<file path="src/rtl/gnb_pkg.sv">
package gnb_pkg;

   // (base^e) mod p by repeated multiplication
   function automatic int pow_mod(input int base, input int e, input int p);
      int r;
      r = 1 % p;
      for (int k = 0; k < e; k++) r = (r * base) % p;
      return r;
   endfunction

   function automatic bit is_prime(input int p);
      if (p < 2) return 1'b0;
      for (int k = 2; k * k <= p; k++) begin
         if (p % k == 0) return 1'b0;
      end
      return 1'b1;
   endfunction

   // multiplicative order of u modulo p, 0 if none below p
   function automatic int order_of(input int u, input int p);
      int r;
      r = u % p;
      for (int k = 1; k < p; k++) begin
         if (r == 1) return k;
         r = (r * u) % p;
      end
      return 0;
   endfunction

   // smallest element of order t modulo p
   function automatic int twist_root(input int t, input int p);
      for (int u = 1; u < p; u++) begin
         if (order_of(u, p) == t) return u;
      end
      return 0;
   endfunction

   // normal coordinate that owns ring position pos, -1 when none
   function automatic int coord_at(input int m, input int t, input int p, input int pos);
      int u;
      int pw2;
      int v;
      u   = twist_root(t, p);
      pw2 = 1;
      for (int i = 0; i < m; i++) begin
         v = pw2;
         for (int j = 0; j < t; j++) begin
            if (v == pos) return i;
            v = (v * u) % p;
         end
         pw2 = (pw2 * 2) % p;
      end
      return -1;
   endfunction

endpackage

</file>
<file path="src/rtl/gnb_expand.sv">
module gnb_expand #(
   parameter int M = 4,
   parameter int T = 1,
   parameter int P = 5
) (
   input  logic [M-1:0] nb,
   output logic [P-1:0] ring
);
   assign ring[0] = 1'b0;

   for (genvar k = 1; k < P; k++) begin : g_pos
      localparam int CI = gnb_pkg::coord_at(M, T, P, k);
      if (CI < 0 || CI >= M) begin : g_bad
         $error("ring position %0d has no normal coordinate; no basis of type %0d", k, T);
         assign ring[k] = 1'b0;
      end else begin : g_ok
         assign ring[k] = nb[CI];
      end
   end
endmodule

</file>
<file path="src/rtl/gnb_compress.sv">
module gnb_compress #(
   parameter int M = 4,
   parameter int P = 5
) (
   input  logic [P-1:0] ring,
   output logic [M-1:0] nb
);
   // constant term stands for the sum of all nonzero powers
   for (genvar i = 0; i < M; i++) begin : g_coord
      localparam int PI = gnb_pkg::pow_mod(2, i, P);
      assign nb[i] = ring[PI] ^ ring[0];
   end
endmodule

</file>
<file path="src/rtl/gnb_digit_mac.sv">
module gnb_digit_mac #(
   parameter int P  = 5,
   parameter int D  = 2,
   parameter int CW = 2
) (
   input  logic [P-1:0]  a_vec,
   input  logic [D-1:0]  b_dig,
   input  logic [CW-1:0] chunk,
   input  logic [P-1:0]  acc,
   output logic [P-1:0]  acc_nx
);
   localparam int XW = P + D - 1;
   localparam logic [XW-1:0] DIGIT_ONES = XW'({D{1'b1}});

   logic [XW-1:0] prod;
   logic [XW-1:0] slice_mask;
   logic [XW-1:0] sel;

   // Hankel-style product of the rotated operand with one digit
   always_comb begin
      prod = '0;
      for (int l = 0; l < P; l++) begin
         for (int j = 0; j < D; j++) begin
            prod[l+j] = prod[l+j] ^ (a_vec[l] & b_dig[j]);
         end
      end
   end

   assign slice_mask = DIGIT_ONES << (int'(chunk) * D);
   assign sel        = prod & slice_mask;

   if (D > 1) begin : g_fold
      // positions at and above P wrap around modulo x^P+1
      assign acc_nx = acc ^ sel[P-1:0] ^ P'(sel[XW-1:P]);
   end else begin : g_nofold
      assign acc_nx = acc ^ sel[P-1:0];
   end
endmodule

</file>
<file path="src/rtl/gnb_seq.sv">
module gnb_seq #(
   parameter int D  = 2,
   parameter int N  = 3,
   parameter int CW = 2
) (
   input  logic          clk,
   input  logic          rst_n,
   input  logic          start,
   output logic          busy,
   output logic          load,
   output logic          acc_en,
   output logic [CW-1:0] chunk,
   output logic          round_end,
   output logic          finish
);
   localparam int CYW = $clog2(D + N + 2);
   localparam int RW  = $clog2(N + 1);
   localparam logic [CYW-1:0] FILL       = CYW'(D);
   localparam logic [CW-1:0]  LAST_CHUNK = CW'(N);
   localparam logic [RW-1:0]  LAST_RND   = RW'(N - 1);

   logic           busy_q;
   logic [RW-1:0]  rnd_q;
   logic [CYW-1:0] cyc_q;
   logic           in_fill;

   // the first round spends D cycles filling the array before slices land
   assign in_fill   = (rnd_q == '0) && (cyc_q < FILL);
   assign chunk     = (rnd_q == '0) ? CW'(cyc_q - FILL) : CW'(cyc_q);
   assign load      = start & ~busy_q;
   assign acc_en    = busy_q & ~in_fill;
   assign round_end = acc_en & (chunk == LAST_CHUNK);
   assign finish    = round_end & (rnd_q == LAST_RND);
   assign busy      = busy_q;

   always_ff @(posedge clk or negedge rst_n) begin
      if (!rst_n) begin
         busy_q <= 1'b0;
         rnd_q  <= '0;
         cyc_q  <= '0;
      end else if (load) begin
         busy_q <= 1'b1;
         rnd_q  <= '0;
         cyc_q  <= '0;
      end else if (busy_q) begin
         if (round_end) begin
            cyc_q <= '0;
            if (finish) begin
               busy_q <= 1'b0;
               rnd_q  <= '0;
            end else begin
               rnd_q <= rnd_q + 1'b1;
            end
         end else begin
            cyc_q <= cyc_q + 1'b1;
         end
      end
   end
endmodule

</file>
<file path="src/rtl/gnb_lsd_mul.sv">
module gnb_lsd_mul #(
   parameter int M = 4,
   parameter int T = 1,
   parameter int D = 2
) (
   input  logic         clk,
   input  logic         rst_n,
   input  logic         start,
   input  logic [M-1:0] op_a,
   input  logic [M-1:0] op_b,
   output logic         busy,
   output logic         done,
   output logic [M-1:0] result
);
   localparam int P   = M * T + 1;
   localparam int N   = (P + D - 1) / D;
   localparam int BW  = N * D;
   localparam int CW  = $clog2(N + 1);
   localparam int LAT = D + N * (N + 1);

   if (M < 2) begin : g_chk_m
      $error("M must be at least 2");
   end
   if (T < 1) begin : g_chk_t
      $error("T must be at least 1");
   end
   if (!gnb_pkg::is_prime(P)) begin : g_chk_p
      $error("M*T+1 = %0d is not prime", P);
   end
   if (D < 1 || D > P) begin : g_chk_d
      $error("digit size D must lie in 1..%0d", P);
   end

   logic [P-1:0]  a_exp, b_exp;
   logic [P-1:0]  a_q, a_rot, acc_q, acc_nx;
   logic [BW-1:0] b_q;
   logic [M-1:0]  res_nb, res_q;
   logic          done_q;
   logic          load, acc_en, round_end, finish;
   logic [CW-1:0] chunk;

   gnb_expand #(.M(M), .T(T), .P(P)) u_exp_a (.nb(op_a), .ring(a_exp));
   gnb_expand #(.M(M), .T(T), .P(P)) u_exp_b (.nb(op_b), .ring(b_exp));

   gnb_seq #(.D(D), .N(N), .CW(CW)) u_seq (
      .clk       (clk),
      .rst_n     (rst_n),
      .start     (start),
      .busy      (busy),
      .load      (load),
      .acc_en    (acc_en),
      .chunk     (chunk),
      .round_end (round_end),
      .finish    (finish)
   );

   gnb_digit_mac #(.P(P), .D(D), .CW(CW)) u_mac (
      .a_vec  (a_q),
      .b_dig  (b_q[D-1:0]),
      .chunk  (chunk),
      .acc    (acc_q),
      .acc_nx (acc_nx)
   );

   gnb_compress #(.M(M), .P(P)) u_cmp (.ring(acc_nx), .nb(res_nb));

   // multiply by x^D modulo x^P+1: cyclic move of every position up by D
   always_comb begin
      a_rot = '0;
      for (int l = 0; l < P; l++) a_rot[(l + D) % P] = a_q[l];
   end

   always_ff @(posedge clk or negedge rst_n) begin
      if (!rst_n) begin
         a_q    <= '0;
         b_q    <= '0;
         acc_q  <= '0;
         res_q  <= '0;
         done_q <= 1'b0;
      end else begin
         done_q <= finish;
         if (load) begin
            a_q   <= a_exp;
            b_q   <= BW'(b_exp);
            acc_q <= '0;
         end else begin
            if (acc_en) acc_q <= acc_nx;
            if (round_end) begin
               a_q <= a_rot;
               b_q <= b_q >> D;
            end
         end
         if (finish) res_q <= res_nb;
      end
   end

   assign done   = done_q;
   assign result = res_q;
endmodule

</file>
<file path="config.mk">
export PLATFORM = sky130hd
export DESIGN_NAME = gnb_lsd_mul
export DESIGN_NICKNAME = d
export VERILOG_FILES = /design/src/rtl/gnb_pkg.sv /design/src/rtl/gnb_expand.sv /design/src/rtl/gnb_compress.sv /design/src/rtl/gnb_digit_mac.sv /design/src/rtl/gnb_seq.sv /design/src/rtl/gnb_lsd_mul.sv
export SDC_FILE = /design/constraint.sdc
export NUM_CORES = 1
export LEC_CHECK = 0
export CAP_MARGIN = 15
export CORE_MARGIN = 2
export CORE_UTILIZATION = 54
export DETAILED_ROUTE_END_ITERATION = 10
export PLACE_DENSITY = 0.78
export SYNTH_ARGS = -nofsm -noshare
export SYNTH_HDL_FRONTEND = slang
export SYNTH_SLANG_ARGS = --single-unit
</file>
<file path="constraint.sdc">
create_clock -name clk -period 2.5 [get_ports clk]
set_input_delay 0.75 -clock clk [delete_from_list [all_inputs] [get_ports clk]]
set_output_delay 0.75 -clock clk [all_outputs]
set_load 0.03 [all_outputs]
</file>
Word level (Yosys, flattened, before mapping):

Cells that the tools add are included.

* logic and storage cells: 66
* input bits: 11
* register bits after elaboration: 27
* output and inout bits: 6

* bitwise gates (word level): 27
* add/sub/neg operators: 3
* $lt $le $gt $ge: 1
* equality and inequality tests: 2
* muxes and demuxes: 18
* shift operators: 1
* reductions and logical operators: 6

Operator list (number)
* $mux 5: 4
* $and 1x1->1: 14
* $mux 6: 2
* $mux 2: 5
* $mux 3: 3
* $xor 1x1->1: 8
* $and 6x6->6: 1
* $reduce_bool 2->1: 3
* $shl 2x3->6 const A: 1
* $xor 5x1->5: 1
* $xor 5x5->5: 1
* $eq 2x2->1 const B: 2
* $mux 1: 4
* $add 3x1->3 const B: 1
* $lt 3x2->1 const B: 1
* $add 2x1->2 const B: 1
* $logic_not 2->1: 1
* $not 1->1: 2
* $reduce_and 2->1: 1
* $sub 2x2->2 const B: 1
* $logic_and 1x1->1: 1

Logic depth before layout (Yosys ltp):

Gate-level depths: netlist (run 1).

* depth in word-level cells: 10
* gate-level depth with buffers: 7
* mapped depth without buffers: 6

Modules after synthesis:

Synthesis (run 1) repeated with hierarchy kept, for this count alone.

* cell total of the unflattened synthesis: 145
* area total of the unflattened synthesis: 1488.9 um2

By module, submodules not included
* gnb_lsd_mul: cells each 68, area an instance 839.6 um2, instances 1
* gnb_seq: cells each 36, area an instance 374.1 um2, instances 1
* gnb_digit_mac: cells each 25, area an instance 157.7 um2, instances 1
* gnb_expand: cells each 6, area an instance 41.3 um2, instances 2
* gnb_compress: cells each 4, area an instance 35.0 um2, instances 1

Least setup slack after synthesis (run 1):

Ideal clock, no wire load.

* path type: reg-to-reg
* start point: register u_seq.rnd_q[1]
* end point: register res_q[2] (netlist: result[2])
* setup slack: 0.595 ns
* cell stages (with the launch flop): 6
* library setup time: 0.065 ns
* arrival time: 1.840 ns
* path buffers: 0
* data required time: 2.435 ns
* clock period less this slack: 1.905 ns
* cell sequence: dfrtp_1 -> or4b_4 -> a21oi_4 -> nand3b_4 -> a2111oi_2 -> a211o_1

* cells in the longest elaborated chain, start to end: 7
* elaborated cells on any way between the ends: 14
* classes of those cells: 2 x eq/ne; 1 x shift; 1 x mux; 8 x bitwise; 2 x reduce/logical

RTL lines
* start: declaration: RTL line gnb_seq.sv:23 `logic [RW-1:0] rnd_q;`
* start signal: assignment: RTL line gnb_seq.sv:52 `rnd_q <= rnd_q + 1'b1;`
* $logic_not 2->1: RTL line gnb_seq.sv:28, gnb_seq.sv:29
* $mux 2: RTL line gnb_seq.sv:29 `assign chunk = (rnd_q == '0) ? CW'(cyc_q - FILL) : CW'(cyc_q);`
* $shl 2x3->6: RTL line gnb_digit_mac.sv:29 `assign slice_mask = DIGIT_ONES << (int'(chunk) * D);`
* $and 6x6->6: RTL line gnb_digit_mac.sv:30 `assign sel = prod & slice_mask;`
* $xor 5x5->5: RTL line gnb_digit_mac.sv:34 `assign acc_nx = acc ^ sel[P-1:0] ^ P'(sel[XW-1:P]);`
* $xor 5x1->5: RTL line gnb_digit_mac.sv:34
* $xor 1x1->1: RTL line gnb_compress.sv:11 `assign nb[i] = ring[PI] ^ ring[0];`
* end signal: assignment: RTL line gnb_lsd_mul.sv:93 `if (finish) res_q <= res_nb;`
* end: declaration: RTL line gnb_lsd_mul.sv:37 `logic [M-1:0] res_nb, res_q;`

Parallel ways exist; a longest one is shown, timed or not.
A chain may end at the register's enable or synchronous reset.

Worst setup path in the final report (run 1):

* start point: register u_seq.busy_q (netlist: u_seq.busy)
* end point: output port busy

RTL lines
* start: declaration: RTL line gnb_seq.sv:22 `logic busy_q;`
* start signal: assignment: RTL line gnb_seq.sv:38 `busy_q <= 1'b0;`
* start signal: assignment: RTL line gnb_seq.sv:42 `busy_q <= 1'b1;`
* start signal: assignment: RTL line gnb_seq.sv:49 `busy_q <= 1'b0;`
* end: declaration: RTL line gnb_lsd_mul.sv:11 `output logic busy,`

No word-level cell between the ends.

==> results of run 1 <==
state kept, by name, summed over array words and instances, names as in the netlist:
signal and count:
u_seq.busy 1, acc_q 5, result 4, u_seq.rnd_q 2, a_q 5, b_q 5, done 1, u_seq.cyc_q 3
power by group through the flow:
stage / Sequential (mW) / Clock [mW] / Combinational [mW]
finish: 0.776 / 0.215 / 0.840
global route: 0.801 / 0.234 / 0.932
CTS: 0.773 / 0.221 / 0.845
detailed placement: 0.781 / 0 / 0.837
global placement: 0.764 / 0 / 0.803
floorplan: 0.788 / 0 / 0.573
layer usage:
layer | vias to the layer above | part of all wire
met5 | - | 0
met4 | 0 | 0.0071
met3 | 4 | 0.030
met2 | 21 | 0.52
met1 | 563 | 0.44
li1 | 558 | -
kinds of logic after synthesis:
group | Yosys count
AO/OA/AOI/OAI | 41
XOR/XNOR | 5
adder cells (fa/ha/maj) | 1
buffers and inverters | 9
flip-flops | 26
multiplexers | 4
AND/OR/NAND/NOR | 57
layout by cell type, fill, tap and decap left out, types with 2 or more instances in the layout:
cell type,synthesis,layout
a2111o_1,2,2
a211o_1,2,2
a21oi_1,5,5
a22oi_1,6,6
a31o_2,6,6
buf_4,0,3
clkbuf_4,0,3
clkdlybuf4s50_1,0,16
dfrtp_1,26,26
inv_1,2,2
mux2_2,2,2
mux2i_1,2,2
nand2_1,31,31
nand3_1,3,3
nand3b_1,2,2
nand4_1,2,2
nor2_1,8,8
nor2b_1,2,2
nor3_1,2,2
o2111ai_1,2,2
o21ai_0,6,6
o21ai_1,2,2
o31ai_1,2,2
or4_1,2,2
xnor2_1,2,2
xor2_1,3,3
worst reg2reg max path: stages, from the launching register on:
cell and delay (ns):
dfrtp_1 0.51, nor3_1 0.27, nor2_1 0.14, or4_1 0.56
a2111oi_2 0.43, a211o_1 0.15
layout make-up:
cell class | instances | share of cell area
sequential | 26 | 0.402
multi-input combinational | 108 | 0.433
inverter | 3 | 0.00695
tap | 30 | 0.0232
clock buffer | 4 | 0.0224
timing repair buffer | 19 | 0.113
metrics by stage:
stage | cells | instance area, um2 | total power [mW]
after global placement | 186 | 1580 | 1.57
after global routing | 190 | 1620 | 1.97
after CTS | 190 | 1620 | 1.84
final | 190 | 1620 | 1.83
after detailed placement | 186 | 1580 | 1.62
after floorplan | 143 | 1390 | 1.36
worst max path at each step:
| stage | depth (start not counted) | to |
|---|---|---|
| floorplan | 5 | result[2]$_DFFE_PN0P_ |
| global placement | 4 | u_seq.rnd_q[0]$_DFFE_PN0P_ |
| detailed placement | 5 | result[2]$_DFFE_PN0P_ |
| CTS | 1 | busy |
| global route | 1 | busy |
| finish | 1 | busy |
==> metrics.md, run 1 <==
| Metric | Value |
|---|---|
| Status | finished, final reports clean |
| Buffers & Inverters on Critical Path | 1 |
| Clock transition at path regs | 0.14 ns |
| Unrepaired setup endpoints after global routing | no |
| Crit end category | primary output |
| Final nets | 173 |
| Flop pwr share | 0.424 |
| Syn Nets | 155 |
| Normalized max-slew margin | 0.584 |
| Diode count | 0 |
| Clock Power Share | 0.117 |
| Clk_skew | 0.00725 ns |
| Met3 Usage GRT | 0.0383 |
| DRC | 0 |
| Critical path data arrival time | 1.55 ns |
| R2R Setup Slk | 0.40 ns |
| Port bufs | 16 |
| TritonCTS clock tree | built |
| Post-synth ARST share | 1.00 |
| Die height | 54.7 um |
| Switching share of total power | 0.427 |
| P per Cell Area | 1130 nW/um2 |
| Worst r2r path cells | 5 |
| Std cell rows | 18 |
| CTS H-tree lvls | 1 |
| Crit path launch type | flip-flop |
| Required @ worst endpoint | 1.75 ns |
| Clock net sink count | 26 |
| Worst path cell trace | clkdlybuf4s50_1 |
| Kind of cell adding the most delay to the critical path | buffers and inverters |
| Top_reg_cell synth | dfrtp_1 |
| Minimum clock period | 2.30 ns |
| CP peak stage delay | 0.72 ns |
| Clock root cell | clkbuf_4 |
| VDD IR max | 819 uV |
| Area of the die | 2990 um2 |
| Vias per inst | 6.03 |
| Die outline width | 54.7 um |
| XOR/XNOR Fraction of Synth Area | 0.0316 |
| GRT Util Overall | 0.222 |
| Worst-skew pair later-pin latency | 0.33 ns |
| Combinational Power Share | 0.459 |
| NetSw | 0.782 mW |
| Final Setup Violations | 0 |
| Global-route met1 utilization | 0.273 |
| Vias in the first global route | 1073 |
| Main combinational cell family by area after synthesis | compound AO/OA/AOI/OAI gates |
| Multi-input logic area | 702 um2 |
| Synthesized area | 1390 um2 |
| Post-synth top area cell | dfrtp_1 |
| Initial DRC Count | 25 |
| Hold Crit Depth | 2 |
| Top-count cell post-synth | nand2_1 |
| Worst min path class | reg -> reg |
| Critical path's slowest cell | clkdlybuf4s50_1 |
| Slew Limit Fails | 0 |
| Share of layout cells above drive strength 1 | 0.125 |
| Cts repair resizes | 0 |
| CP Launch Point | u_seq.busy$_DFF_PN0_ |
| CP Class | reg -> out |
| Core Region | 2450 um2 |
| Top cell type's share of synthesized area | 0.469 |
| Initial antenna violation count | 0 |
| Hold WS | 0.497 ns |
| Hold buffers post-CTS | 0 |
| P_int | 1.05 mW |
| Gr ovfl total | 0 |
| Adder-Cell Fraction of Synth Area | 0.00902 |
| Synth top area cells | dfrtp_1 47%, nand2_1 8.4%, a31o_2 3.8% |
| Final Core Density | 0.660 |
| Post-Synthesis Cells | 143 |
| Detailed-router iteration count before antenna repair | 4 |
| Post-detailed-route wirelength per cell | 15.5 um |
| Worst R2R Start | u_seq.rnd_q[1]$_DFFE_PN0P_ |
| Register area share after synthesis | 0.469 |
| Final ANT Viol Nets | 0 |
| Synthesized area per cell | 9.70 um2 |
| Dpl ws | 0.455 ns |
| Slew of the pin with the lowest slew margin | 0.620 ns |
| Register area | 651 um2 |
| GPL Wtd Cong | 0.749 |
| Synthesized flop and latch total | 26 |
| DRT Wirelength | 2.94 mm |
| Fin crit share | 0.919 |
| Fmax | 435 MHz |
| Hold Path Origin | result[1]$_DFFE_PN0P_ |
| Post-CTS Setup Bufs | 0 |
| Ports | 17 |
| EDFF count, synth | 0 |
| Initial core utilization | 0.565 |
| Setup TNS | 0 ns |
| CTS Buffer Depth | 2 |
| Fill cell count | 210 |
| Static leakage power | 0.706 nW |
| Final WS setup | 0.201 ns |
| GRT Max-Usage Layer | met2 |
| Max-cap violation count | 0 |
| Worst r2r dst | result[2]$_DFFE_PN0P_ |
| Commonest cells post-synth | 31 x nand2_1, 26 x dfrtp_1, 8 x nor2_1 |
| Post-synthesis compound-gate area fraction | 0.229 |
| Mux share of post-synthesis cell area | 0.0307 |
| Simple-gate portion of the synthesized area | 0.206 |
| Largest net degree at the start of global routing | 27 |
| First-pass GRT wire length | 4.83 mm |
| Dpl hpwl | 2.12 mm |
| Met2 usage | 0.395 |
| Synth cell types | 41 |
| Hold EP | result[1]$_DFFE_PN0P_ |
| Final Hold Vio Count | 0 |
| DR vias | 1146 |
| Total CTS buffers | 3 |
| Syn. warnings | 0 |
| Critical Path Fanout Max | 9 |
| Area grow syn2layout | 16.8% |
Note: power is estimated with default switching activity, not from simulation.
==> run 2, diff against run 1 <==
CAP_MARGIN = 40   (was 15)
CORE_MARGIN = 1   (was 2)
==> run 2 against run 1 <==
Effect of this change:
- critical path depth did not move
- register-to-register slack improved by 0.03 ns
- hold slack worse by 0.0034 ns
- highest routed layer unchanged
- non-clock buffer count is the same
- routed wire length fell by 6.1%
- via count down 4.9%
- sequential power about the same
- combinational power decreased by 2%
- flip-flop and latch count stayed put
- largest power group unchanged
==> metrics.md, run 2 (synthesis results as in run 1) <==
| Metric | Value |
|---|---|
| Clock root cell | clkbuf_4 (unchanged) |
| VDD IR max | 803 uV (was 819 uV) |
| Dpl hpwl | 2.00 mm (was 2.12 mm) |
| Post-DP Area | 1580 um2 (unchanged) |
| Initial DRC Count | 15 (was 25) |
| Critical Path Fanout Max | 9 (unchanged) |
| DR vias | 1090 (was 1146) |
| Final WS setup | 0.189 ns (was 0.201 ns) |
| Status | finished, final reports clean (unchanged) |
| Hold buffers post-CTS | 0 (unchanged) |
| Setup TNS | 0 ns (unchanged) |
| Clk_skew | 0.00778 ns (was 0.00725 ns) |
| Commonest non-fill, non-tap cell in the layout | nand2_1 (unchanged) |
| CTS Buffer Depth | 2 (unchanged) |
| Core Region | 2450 um2 (unchanged) |
| Port bufs | 16 (unchanged) |
| Ports | 17 (unchanged) |
| Crit path launch type | flip-flop (unchanged) |
| Normalized max-slew margin | 0.569 (was 0.584) |
| CP peak stage delay | 0.72 ns (about the same) |
| Max-cap violation count | 0 (unchanged) |
| Kind of cell adding the most delay to the critical path | buffers and inverters (unchanged) |
| Critical path's slowest cell | clkdlybuf4s50_1 (unchanged) |
| Worst min path class | reg -> reg (unchanged) |
| GPL Wtd Cong | 0.794 (was 0.749) |
| CP Class | reg -> out (unchanged) |
| DRT Wirelength | 2.76 mm (was 2.94 mm) |
| Crit end category | primary output (unchanged) |
| GRT Util Overall | 0.233 (was 0.222) |
| Most frequent cells in the layout | 31 x nand2_1, 26 x dfrtp_1, 16 x clkdlybuf4s50_1, 8 x nor2_1 (unchanged) |
| CTS H-tree lvls | 1 (unchanged) |
| Critical path data arrival time | 1.56 ns (was 1.55 ns) |
| Buffers & Inverters on Critical Path | 1 (unchanged) |
| Area of the die | 2780 um2 (was 2990 um2) |
| Total CTS buffers | 3 (unchanged) |
| Final nets | 173 (unchanged) |
| Gr ovfl total | 0 (unchanged) |
| Slew of the pin with the lowest slew margin | 0.642 ns (was 0.620 ns) |
| Vias per inst | 5.74 (was 6.03) |
| Post-route cell area | 1620 um2 (unchanged) |
| Worst path cell trace | clkdlybuf4s50_1 (unchanged) |
| Fmax | 433 MHz (was 435 MHz) |
| Slew Limit Fails | 0 (unchanged) |
| P per Cell Area | 1120 nW/um2 (was 1130 nW/um2) |
| Final Core Density | 0.660 (unchanged) |
| Fin crit share | 0.924 (was 0.919) |
| Die outline width | 52.7 um (was 54.7 um) |
| Share of layout cells above drive strength 1 | 0.125 (unchanged) |
| Diode count | 0 (unchanged) |
| Detailed-router iteration count before antenna repair | 4 (unchanged) |
| Worst-skew pair later-pin latency | 0.33 ns (about the same) |
| Static leakage power | 0.706 nW (unchanged) |
| Cts repair resizes | 0 (unchanged) |
| First-pass GRT wire length | 4.66 mm (was 4.83 mm) |
| Initial antenna violation count | 0 (unchanged) |
| Die height | 52.7 um (was 54.7 um) |
| Clock transition at path regs | 0.14 ns (about the same) |
| Initial core utilization | 0.565 (unchanged) |
| DRC | 0 (unchanged) |
| Required @ worst endpoint | 1.75 ns (about the same) |
| Fill cell count | 202 (was 210) |
| Hold WS | 0.494 ns (was 0.497 ns) |
| Largest regs | a_q (5), acc_q (5), b_q (5) (unchanged) |
| Register area | 651 um2 (unchanged) |
| Final Hold Vio Count | 0 (unchanged) |
| Vias in the first global route | 1056 (was 1073) |
| Clock net sink count | 26 (unchanged) |
| Largest net degree at the start of global routing | 27 (unchanged) |
| Post-CTS Setup Bufs | 0 (unchanged) |
| Multi-input logic area | 702 um2 (unchanged) |
| Final Setup Violations | 0 (unchanged) |
| TritonCTS clock tree | built (unchanged) |
| Minimum clock period | 2.31 ns (was 2.30 ns) |
| Post-detailed-route wirelength per cell | 14.5 um (was 15.5 um) |
| Final ANT Viol Nets | 0 (unchanged) |
| Dpl ws | 0.470 ns (was 0.455 ns) |
| Unrepaired setup endpoints after global routing | no (unchanged) |
| Std cell rows | 18 (unchanged) |
| Area grow syn2layout | 16.8% (unchanged) |
## run 2: cell counts in the layout (fill, tap and decap cells not counted)
Identical to the previous run, type by type.
## run 2: final cells by class
cell class	count	area share
clock buffers	4	0.0224
flip-flops and latches	26	0.402
repair buffers	19	0.113
multi-input cells	108	0.433
well taps	30	0.0232
inverters	3	0.00695
## run 2: routing by layer
layer / up-vias / global-route usage / part of all wire
met2: 21 / 0.416 / 0.49
met5: - / 0 / 0
met3: 5 / 0.0348 / 0.031
met4: 0 / 0.0789 / 0.013
met1: 509 / 0.281 / 0.47
li1: 555 / - / -
## run 2: stage by stage
step / power (mW) / std cells
final: 1.81 / 190
after global routing: 1.96 / 190
after CTS: 1.82 / 190
after detailed placement: 1.60 / 186
after global placement: 1.57 / 186
after floorplan: 1.36 / 143
## run 2: worst paths after layout
path                                             from               endpoint  slack, ns  cells past startpoint
setup / recovery                 u_seq.busy$_DFF_PN0_                   busy       0.19                      1
hold / removal                  result[1]$_DFFE_PN0P_  result[1]$_DFFE_PN0P_       0.49                      2
hold reg to reg                 result[1]$_DFFE_PN0P_  result[1]$_DFFE_PN0P_       0.49                      2
max in group asynchronous                       rst_n     a_q[3]$_DFFE_PN0P_       1.48                      2
min in group asynchronous                       rst_n  result[3]$_DFFE_PN0P_       0.76                      2
setup reg to reg           u_seq.rnd_q[1]$_DFFE_PN0P_  result[2]$_DFFE_PN0P_       0.43                      5
## run 2: where the power goes
part | switching, mW | leakage (nW) | internal (mW)
Combinational | 0.456 | 0.351 | 0.369
Sequential | 0.185 | 0.334 | 0.588
Clock | 0.127 | 0.0210 | 0.0892
Total | 0.768 | 0.706 | 1.05
==> run 3, diff against run 2 <==
CORE_ASPECT_RATIO = 1.1   (was not set)
==> run 3 against run 2 <==
Effect of this change:
- die area about the same
- total power barely moved
- via count is 6.4% higher
- register-to-register slack better by 0.02 ns
- critical path type unchanged
- largest cell class unchanged
- highest routed layer unchanged
==> metrics.md, run 3 (synthesis results as in run 1) <==
| Metric | Value |
|---|---|
| Clk_skew | 0.00294 ns (was 0.00778 ns) |
| CP Class | reg -> out (unchanged) |
| Final Setup Violations | 0 (unchanged) |
| DRT Wirelength | 2.76 mm (about the same) |
| Core Region | 2340 um2 (was 2450 um2) |
| Final WS setup | 0.209 ns (was 0.189 ns) |
| Vias in the first global route | 1105 (was 1056) |
| Std cell rows | 18 (unchanged) |
| Vias per inst | 6.11 (was 5.74) |
| GPL Wtd Cong | 0.782 (was 0.794) |
| Cts repair resizes | 0 (unchanged) |
| Worst min path class | reg -> reg (unchanged) |
| Setup TNS | 0 ns (unchanged) |
| Dpl hpwl | 2.11 mm (was 2.00 mm) |
| Critical path data arrival time | 1.54 ns (was 1.56 ns) |
| Fin crit share | 0.916 (was 0.924) |
| Initial DRC Count | 25 (was 15) |
| Initial core utilization | 0.592 (was 0.565) |
| Critical Path Fanout Max | 9 (unchanged) |
| Share of layout cells above drive strength 1 | 0.125 (unchanged) |
| Port bufs | 16 (unchanged) |
| CTS Buffer Depth | 2 (unchanged) |
| Die outline width | 50.3 um (was 52.7 um) |
| Most frequent cells in the layout | 31 x nand2_1, 26 x dfrtp_1, 16 x clkdlybuf4s50_1, 8 x nor2_1 (unchanged) |
| First-pass GRT wire length | 4.80 mm (was 4.66 mm) |
| VDD IR max | 922 uV (was 803 uV) |
| Worst path cell trace | clkdlybuf4s50_1 (unchanged) |
| Detailed-router iteration count before antenna repair | 4 (unchanged) |
| GRT Util Overall | 0.237 (was 0.233) |
| Final Hold Vio Count | 0 (unchanged) |
| Normalized max-slew margin | 0.571 (was 0.569) |
| Gr ovfl total | 0 (unchanged) |
| Max-cap violation count | 0 (unchanged) |
| P per Cell Area | 1120 nW/um2 (about the same) |
| Worst-skew pair later-pin latency | 0.32 ns (was 0.33 ns) |
| Commonest non-fill, non-tap cell in the layout | nand2_1 (unchanged) |
| Required @ worst endpoint | 1.75 ns (about the same) |
| Diode count | 0 (unchanged) |
| Final ANT Viol Nets | 0 (unchanged) |
| Slew of the pin with the lowest slew margin | 0.639 ns (was 0.642 ns) |
| Kind of cell adding the most delay to the critical path | buffers and inverters (unchanged) |
| Clock transition at path regs | 0.14 ns (about the same) |
| Unrepaired setup endpoints after global routing | no (unchanged) |
| Status | finished, final reports clean (unchanged) |
| Critical path's slowest cell | clkdlybuf4s50_1 (unchanged) |
| DRC | 0 (unchanged) |
| Clock root cell | clkbuf_4 (unchanged) |
| Slew Limit Fails | 0 (unchanged) |
| Minimum clock period | 2.29 ns (was 2.31 ns) |
| Dpl ws | 0.473 ns (was 0.470 ns) |
| Initial antenna violation count | 0 (unchanged) |
| Largest net degree at the start of global routing | 27 (unchanged) |
| Clock net sink count | 26 (unchanged) |
| Post-CTS Setup Bufs | 0 (unchanged) |
| Die height | 55.2 um (was 52.7 um) |
| Crit end category | primary output (unchanged) |
| Area grow syn2layout | 16.8% (unchanged) |
| Ports | 17 (unchanged) |
| Hold buffers post-CTS | 0 (unchanged) |
| Final nets | 173 (unchanged) |
| Fmax | 437 MHz (was 433 MHz) |
| Buffers & Inverters on Critical Path | 1 (unchanged) |
| CP peak stage delay | 0.72 ns (about the same) |
| Total CTS buffers | 3 (unchanged) |
| Largest regs | a_q (5), acc_q (5), b_q (5) (unchanged) |
| CTS H-tree lvls | 1 (unchanged) |
| Area of the die | 2780 um2 (about the same) |
| TritonCTS clock tree | built (unchanged) |
| Post-detailed-route wirelength per cell | 14.5 um (about the same) |
| Static leakage power | 0.706 nW (unchanged) |
| Crit path launch type | flip-flop (unchanged) |
| DR vias | 1160 (was 1090) |
==> run 3: metal layers <==
layer  GRT usage  share of wire
met5           0              0
met4       0.144          0.034
met3      0.0301          0.038
met2       0.424           0.50
met1       0.276           0.43
==> run 3: report_power, final <==
| group | internal [mW] | switching [mW] |
|---|---|---|
| registers | 0.588 | 0.181 |
| logic | 0.369 | 0.462 |
| clock network | 0.0892 | 0.126 |
==> run 3: final timing paths <==
path / start / endpoint / slack [ns] / cells past startpoint
setup / recovery: u_seq.busy$_DFF_PN0_ / busy / 0.21 / 1
hold / removal: b_q[2]$_DFFE_PN0P_ / b_q[2]$_DFFE_PN0P_ / 0.49 / 2
setup reg to reg: u_seq.rnd_q[1]$_DFFE_PN0P_ / result[2]$_DFFE_PN0P_ / 0.45 / 5
hold reg to reg: b_q[2]$_DFFE_PN0P_ / b_q[2]$_DFFE_PN0P_ / 0.49 / 2
max in group asynchronous: rst_n / acc_q[3]$_DFFE_PN0P_ / 1.48 / 2
min in group asynchronous: rst_n / result[1]$_DFFE_PN0P_ / 0.77 / 2
==> run 3: metrics by stage <==
step	util	area [um2]	instances	total power, mW	hold WS, ns
finish	0.692	1620	190	1.81	0.491
CTS	0.692	1620	190	1.83	0.496
floorplan	-	1390	143	1.36	0.446
global route	0.692	1620	190	1.96	0.518
global placement	0.676	1580	186	1.57	0.461
detailed placement	0.676	1580	186	1.61	0.462
==> run 3: area by class of cell <==
type / count / area [um2]
flip-flops and latches: 26 / 651
multi-input cells: 108 / 702
clock buffers: 4 / 36.3
well taps: 30 / 37.5
repair buffers: 19 / 183
inverters: 3 / 11.3
fillers: 192 / 722
